`src/rtl/adc_presc_pkg.sv`:
```
package adc_presc_pkg;

   localparam int CFG_W = 32;

   function automatic int main_width(bit compact);
      return compact ? 6 : 8;
   endfunction

   function automatic int us_lsb(bit compact);
      return compact ? 16 : 8;
   endfunction

   function automatic int ms_lsb(bit compact);
      return compact ? 0 : 16;
   endfunction

   function automatic bit has_ms(bit compact);
      return !compact;
   endfunction

endpackage

```
`src/rtl/adc_presc_cfg.sv`:
```
module adc_presc_cfg #(
   parameter int WIDTH = 32
) (
   input  logic             clk,
   input  logic             rst_n,
   input  logic             we,
   input  logic [WIDTH-1:0] wdata,
   output logic [WIDTH-1:0] q
);
   always_ff @(posedge clk or negedge rst_n) begin
      if (!rst_n)  q <= '0;
      else if (we) q <= wdata;
   end
endmodule

```
`src/rtl/adc_presc_stage.sv`:
```
module adc_presc_stage #(
   parameter int RATIO_W = 8
) (
   input  logic               clk,
   input  logic               rst_n,
   input  logic               advance,
   input  logic [RATIO_W-1:0] ratio_m1,
   output logic               tick
);
   logic [RATIO_W-1:0] cnt_q;
   logic               at_term;

   generate
      if (RATIO_W < 1 || RATIO_W > 16) begin : g_bad_width
         $error("adc_presc_stage: RATIO_W must be 1..16");
      end
   endgenerate

   assign at_term = (cnt_q == '0);
   assign tick    = advance & at_term;

   // the field is sampled only at terminal count: no shortened period
   always_ff @(posedge clk or negedge rst_n) begin
      if (!rst_n)       cnt_q <= '0;
      else if (advance) cnt_q <= at_term ? ratio_m1 : cnt_q - 1'b1;
   end
endmodule

```
`src/rtl/adc_clk_presc.sv`:
```
module adc_clk_presc #(
   parameter bit COMPACT_LAYOUT = 1'b0,
   parameter int US_W           = 8,
   parameter int MS_W           = 8
) (
   input  logic        clk,
   input  logic        rst_n,
   input  logic        cfg_we,
   input  logic [31:0] cfg_wdata,
   output logic        conv_ce,
   output logic        tick_10us,
   output logic        tick_1ms
);
   import adc_presc_pkg::*;

   localparam int MAIN_W   = main_width(COMPACT_LAYOUT);
   localparam int MAIN_LSB = 0;
   localparam int US_LSB   = us_lsb(COMPACT_LAYOUT);
   localparam int MS_LSB   = ms_lsb(COMPACT_LAYOUT);
   localparam bit HAS_MS   = has_ms(COMPACT_LAYOUT);

   generate
      if (MAIN_LSB + MAIN_W > US_LSB) begin : g_main_overlap
         $error("adc_clk_presc: main field overlaps 10us field");
      end
      if (US_LSB + US_W > CFG_W) begin : g_us_range
         $error("adc_clk_presc: 10us field exceeds register");
      end
      if (HAS_MS && (US_LSB + US_W > MS_LSB || MS_LSB + MS_W > CFG_W)) begin : g_ms_range
         $error("adc_clk_presc: 1ms field placement invalid");
      end
   endgenerate

   logic [CFG_W-1:0]  cfg_q;
   logic [MAIN_W-1:0] main_m1;
   logic [US_W-1:0]   us_m1;

   adc_presc_cfg #(.WIDTH(CFG_W)) u_cfg (
      .clk   (clk),
      .rst_n (rst_n),
      .we    (cfg_we),
      .wdata (cfg_wdata),
      .q     (cfg_q)
   );

   assign main_m1 = cfg_q[MAIN_LSB +: MAIN_W];
   assign us_m1   = cfg_q[US_LSB +: US_W];

   adc_presc_stage #(.RATIO_W(MAIN_W)) u_main (
      .clk      (clk),
      .rst_n    (rst_n),
      .advance  (1'b1),
      .ratio_m1 (main_m1),
      .tick     (conv_ce)
   );

   adc_presc_stage #(.RATIO_W(US_W)) u_us (
      .clk      (clk),
      .rst_n    (rst_n),
      .advance  (conv_ce),
      .ratio_m1 (us_m1),
      .tick     (tick_10us)
   );

   generate
      if (HAS_MS) begin : g_ms
         logic [MS_W-1:0] ms_m1;
         assign ms_m1 = cfg_q[MS_LSB +: MS_W];
         adc_presc_stage #(.RATIO_W(MS_W)) u_ms (
            .clk      (clk),
            .rst_n    (rst_n),
            .advance  (conv_ce),
            .ratio_m1 (ms_m1),
            .tick     (tick_1ms)
         );
      end else begin : g_no_ms
         assign tick_1ms = 1'b0;
      end
   endgenerate
endmodule

```
`config.mk`:
```
export PLATFORM = sky130hd
export DESIGN_NAME = adc_clk_presc
export DESIGN_NICKNAME = d
export VERILOG_FILES = /design/src/rtl/adc_presc_pkg.sv /design/src/rtl/adc_presc_cfg.sv /design/src/rtl/adc_presc_stage.sv /design/src/rtl/adc_clk_presc.sv
export SDC_FILE = /design/constraint.sdc
export NUM_CORES = 1
export LEC_CHECK = 0
export ABC_CLOCK_PERIOD_IN_PS = 3900
export BUFFER_PORTS_ARGS = -buffer_cell sky130_fd_sc_hd__buf_4
export CAP_MARGIN = 20
export CORE_MARGIN = 2
export CORE_UTILIZATION = 55
export CTS_CLUSTER_DIAMETER = 120
export CTS_CLUSTER_SIZE = 20
export DETAILED_ROUTE_END_ITERATION = 8
export PLACE_DENSITY_LB_ADDON = 0.1
export SYNTH_ARGS = -nofsm -noshare
export SYNTH_HDL_FRONTEND = slang
export SYNTH_SLANG_ARGS = --single-unit
```
`constraint.sdc`:
```
create_clock -name clk -period 3.9 [get_ports clk]
set_clock_uncertainty 0.2 [all_clocks]
set_input_delay 1.17 -clock clk [delete_from_list [all_inputs] [get_ports clk]]
set_output_delay 1.17 -clock clk [all_outputs]
set_load 0.02 [all_outputs]
```
==> results of run 1 <==
## sequential cells by signal, indices dropped and copies added, names as in the netlist
| signal | flops |
|---|---|
| u_cfg.q | 24 |
| g_ms.u_ms.cnt_q | 8 |
| u_main.cnt_q | 8 |
| u_us.cnt_q | 8 |
## layout make-up
cell class	count	area, um2
fillers	305	1350
clock inverters	2	35.0
repair buffers	32	240
flip-flops and latches	48	1200
multi-input cells	140	998
well taps	50	62.6
clock buffers	6	72.6
inverters	11	41.3
## layer usage
layer	up-vias	wire length (um)	global-route usage [%]
met5	-	0	0
met4	0	75	9.00
met3	8	176	4.06
met2	32	2240	37.0
met1	790	1960	27.5
li1	815	-	-
## stage by stage
| stage | hold slack [ns] | power, W |
|---|---|---|
| after floorplan | 0.245 | 0.00120 |
| after global routing | 0.311 | 0.00184 |
| final | 0.280 | 0.00171 |
| after global placement | 0.258 | 0.00132 |
| after CTS | 0.280 | 0.00172 |
| after detailed placement | 0.265 | 0.00136 |
## worst paths after layout
path	from	end	slack (ns)	cells past startpoint
setup / recovery	u_main.cnt_q[0]	tick_1ms	0.1	6
hold / removal	u_us.cnt_q[6]	u_us.cnt_q[6]	0.28	1
setup reg to reg	u_main.cnt_q[0]	g_ms.u_ms.cnt_q[5]	1.20	8
hold reg to reg	u_us.cnt_q[6]	u_us.cnt_q[6]	0.28	1
max in group asynchronous	rst_n	u_cfg.q[16]	2.43	1
min in group asynchronous	rst_n	u_cfg.q[9]	0.66	1
## cells by family after synthesis
| logic type | synth area share [%] |
|---|---|
| xor+xnor | 0.766 |
| fa+ha+maj | 2.73 |
| buf+inv | 3.99 |
| flops | 52.5 |
| simple gates | 12.8 |
| compound gates | 14.9 |
| mux | 12.3 |
## cells in the final DEF (no fill, tap or decap), types with 2 or more instances in the layout
cell,n
a221o_1,2
dfrtp_1,48
buf_4,32
xnor2_1,2
o31ai_1,4
nand2b_1,3
nor3_1,4
a31oi_1,6
ha_1,5
inv_1,11
or4_1,2
o21ai_0,10
and3_1,2
mux2_2,25
o22ai_1,3
nand2_1,14
or2_2,2
nor2_1,16
clkbuf_8,5
or3_1,5
a21oi_1,14
a2bb2oi_1,8
## report_power, final
part / internal, W / switching (W)
clock: 0.000190 / 0.000161
sequential: 0.000643 / 0.000147
combinational: 0.000279 / 0.000286
==> out/metrics.yaml, run 1 <==
hold_viol_final: 0
wl_per_cell_um: 15.4
grt_pass1_wl_um: 7480
post_cts_buffers: 0
post-route-util_pct: 66.3
place.gp.congestion: 0.852
drive_gt1_share_pct: 30.1
synth.most_common_cell: "dfrtp_1"
start_util_pct: 57.2
core_area_mm2: 0.00400
crit_family: "simple AND/OR/NAND/NOR gates"
cellPowerDensity_mw_per_mm2: 644
drt-initial-drc-count: 134
avgSynthCellArea_um2: 11.1
synth-edff-count: 0
synth_seq_cells: 48
nNetsFinal: 278
grt_pass1_vias: 1631
synth_top_cells_by_count: "dfrtp_1 (48), mux2_2 (25), nor2_1 (17)"
cts_hold_buf: 0
totalWireLength_um: 4450
cp.required_ns: 2.53
period_share_pct: 97.5
ys_types: 36
ys_seq_area_share_pct: 52.5
synth_nets: 247
die_area_mm2: 0.00469
ant_nets: 0
cap_violations: 0
tightest_slew_ns: 0.597
synthArstFlopShare_pct: 100
dp_hpwl_um: 3090
cp_max_fo: 13
maxSlewHeadroom_pct: 60.2
syn_area_mm2: 0.00229
clockRootBuffer: "clkbuf_8"
hold_class: "reg -> reg"
cp_data_arrival_time_ns: 2.43
worstSetupPathType: "reg -> out"
worst_setup_path_start_kind: "flop"
dp.cells: 281
synth_ff_type: "dfrtp_1"
clk_pin_slew_ns: 0.09
place_ws_ns: 0.413
crit_slowest_cell: "or4_4"
placed_area_mm2: 0.00254
clkLatencyLatePin_ns: 0.31
fin_crit_ns: 3.80
via_per_inst: 5.69
syn_inst: 207
cts_max_level: 2
slowest_delay_ns: 0.54
clock.fmax_mhz: 263
die_x_um: 68.5
drc: 0
yosysTopAreaCellShare_pct: 52.5
post_cts_resized: 0
max-clock-path-buffers: 2
cts_buffers: 5
fin_area_mm2: 0.00265
diodes: 0
grt_usage_pct: 21.8
dieHeight_um: 68.5
grt_max_degree: 49
cts.sinks: 48
port_buffers: 29
tns_ns: 0
synth_area_leaders: "dfrtp_1 (52%), mux2_2 (12%), a21oi_1 (3.1%)"
status: "finished, final reports clean"
ir_drop_uv: 394
tritoncts: "yes"
vias: 1645
grt-ovfl-total: 0
setup_ws_ns: 0.0979
path_cells: "inv_1 > ha_1 > or4b_4 > or4_4 > nor2_2 > buf_4"
crit_path_end_kind: "primary output"
setup_viol: 0
drt_first_pass_iters: 4
instances_no_fill: 289
yosysWarnings: 0
yosysTopAreaCell: "dfrtp_1"
report.final.slew_viol_count: 0
synthToLayoutAreaGrowth_pct: 15.9
path_buf_inv: 2
rows: 23
p_leak_nw: 1.18
antenna_found_initial: 0
ioPinCount: 38
Note: power is estimated with default switching activity, not from simulation.
==> run 2, diff against run 1 <==
--- a/config.mk
+++ b/config.mk
@@ -14,6 +14,7 @@
 export CTS_CLUSTER_SIZE = 20
 export DETAILED_ROUTE_END_ITERATION = 8
 export PLACE_DENSITY_LB_ADDON = 0.1
+export RECOVER_POWER = 25
 export SYNTH_ARGS = -nofsm -noshare
 export SYNTH_HDL_FRONTEND = slang
 export SYNTH_SLANG_ARGS = --single-unit
==> run 2 against run 1 <==
Effect of this change: routed wire length barely moved; combinational power barely moved; non-clock buffer count did not move; critical endpoint unchanged; register-to-register slack barely moved; flip-flop and latch count did not move; die area did not move.
==> out/metrics.yaml, run 2 (synthesis gave the netlist of run 1 again) <==
tightest_slew_ns: 1.17  # +0.570 ns
ir_drop_uv: 394  # about the same
final_common_cell: "dfrtp_1"
crit_slowest_cell: "or4_4"
cellPowerDensity_mw_per_mm2: 644  # +0.10%
vias: 1648  # +0.18%
clockRootBuffer: "clkbuf_8"
tritoncts: "yes"
die_x_um: 68.5  # unchanged
core_area_mm2: 0.00400  # unchanged
cp_data_arrival_time_ns: 2.43  # about the same
synthToLayoutAreaGrowth_pct: 15.7  # about the same
post_cts_resized: 0  # unchanged
grt_pass1_vias: 1631  # unchanged
worst_setup_path_start_kind: "flop"
p_leak_nw: 1.18  # about the same
clock.fmax_mhz: 263  # about the same
clkLatencyLatePin_ns: 0.31  # about the same
worst_hold_slack_ns: 0.280  # unchanged
hold_class: "reg -> reg"
grt_usage_pct: 21.8  # unchanged
setup_ws_ns: 0.0976  # -0.000275 ns
hold_viol_final: 0  # unchanged
place_ws_ns: 0.413  # unchanged
cts.sinks: 48  # unchanged
grt_max_degree: 49  # unchanged
place.gp.congestion: 0.852  # unchanged
dp_hpwl_um: 3090  # unchanged
power_frac_seq_pct: 46.3  # about the same
drc: 0  # unchanged
diodes: 0  # unchanged
top_register: "u_cfg.q"
cap_violations: 0  # unchanged
report.final.slew_viol_count: 0  # unchanged
path_cells: "inv_1 > ha_1 > or4b_4 > or4_4 > nor2_2 > buf_4"
drt-initial-drc-count: 134  # unchanged
slowest_delay_ns: 0.54  # about the same
cts_hold_buf: 0  # unchanged
port_buffers: 29  # unchanged
max-clock-path-buffers: 2  # unchanged
layout_common_cells: "dfrtp_1 (48), buf_4 (31), mux2_2 (25)"
grt-ovfl-total: 0  # unchanged
wl_per_cell_um: 15.4  # about the same
drive_gt1_share_pct: 30.1  # unchanged
rows: 23  # unchanged
path_buf_inv: 2  # unchanged
cts_max_level: 2  # unchanged
status: "finished, final reports clean"
comb_power_share_pct: 33.1  # about the same
setup_viol: 0  # unchanged
post-route-util_pct: 66.2  # about the same
die_area_mm2: 0.00469  # unchanged
ioPinCount: 38  # unchanged
cts_buffers: 5  # unchanged
period_share_pct: 97.5  # about the same
clk_pin_slew_ns: 0.09  # about the same
nNetsFinal: 278  # unchanged
post_cts_buffers: 0  # unchanged
fin_crit_ns: 3.80  # +0.000275 ns
ant_nets: 0  # unchanged
largest_reg_flops: 24  # unchanged
grt_pass1_wl_um: 7480  # unchanged
regArea_mm2: 0.00120  # unchanged
dieHeight_um: 68.5  # unchanged
internal_power_w: 0.00111  # about the same
cp.required_ns: 2.53  # about the same
maxSlewHeadroom_pct: 22.2  # -38 points
drt_first_pass_iters: 4  # unchanged
tns_ns: 0  # unchanged
p_sw_share_pct: 34.8  # about the same
worstSetupPathType: "reg -> out"
antenna_found_initial: 0  # unchanged
crit_family: "simple AND/OR/NAND/NOR gates"
fill_cells: 306  # +0.33%
pwr-share-clk_pct: 20.6  # about the same
crit_path_end_kind: "primary output"
start_util_pct: 57.2  # unchanged
via_per_inst: 5.70  # +0.18%
power_switching_w: 0.000594  # about the same
multiInputGateArea_um2: 998  # unchanged
cp_max_fo: 13  # unchanged
totalWireLength_um: 4450  # about the same
-- run 2: changes by cell type in the layout (fill, tap and decap cells not counted) --
| cell | previous run | this run |
|---|---|---|
| buf_4 | 32 | 31 |
| clkbuf_2 | 0 | 1 |
-- run 2: final cells by class --
cell class / instances / share of cell area, %
repair buffers: 32 / 8.97
well taps: 50 / 2.36
flip-flops and latches: 48 / 45.3
inverters: 11 / 1.56
clock inverters: 2 / 1.32
clock buffers: 6 / 2.74
multi-input cells: 140 / 37.7
-- run 2: worst paths after layout --
check	start	endpoint	slack, ns	cells after the start
max	u_main.cnt_q[0]	tick_1ms	0.1	6
min	u_us.cnt_q[6]	u_us.cnt_q[6]	0.28	1
max reg2reg	u_main.cnt_q[0]	g_ms.u_ms.cnt_q[5]	1.20	8
min reg2reg	u_us.cnt_q[6]	u_us.cnt_q[6]	0.28	1
max in group asynchronous	rst_n	u_cfg.q[16]	1.90	1
min in group asynchronous	rst_n	u_cfg.q[9]	0.88	1
-- run 2: metrics by stage --
stage / cell area [um2] / power, W / std cells
finish: 2650 / 0.00171 / 289
global placement: 2540 / 0.00132 / 281
detailed placement: 2540 / 0.00136 / 281
floorplan: 2290 / 0.00120 / 207
CTS: 2650 / 0.00172 / 289
global route: 2650 / 0.00184 / 289
-- run 2: per-layer routing --
layer  GRT usage (%)  share of wire (%)  vias up
met5               0                  0        -
met4            9.00                1.7        0
met3            4.06                4.1        8
met2            37.0                 50       35
met1            27.5                 44      789
li1                -                  -      816
-- run 2: power groups by stage --
stage / combinational, W / clock, W / sequential, W
2_1_floorplan: 0.000444 / 0 / 0.000757
3_3_place_gp: 0.000533 / 0 / 0.000786
3_5_place_dp: 0.000561 / 0 / 0.000796
4_1_cts: 0.000568 / 0.000363 / 0.000787
5_1_grt: 0.000647 / 0.000382 / 0.000814
6_report: 0.000565 / 0.000352 / 0.000790
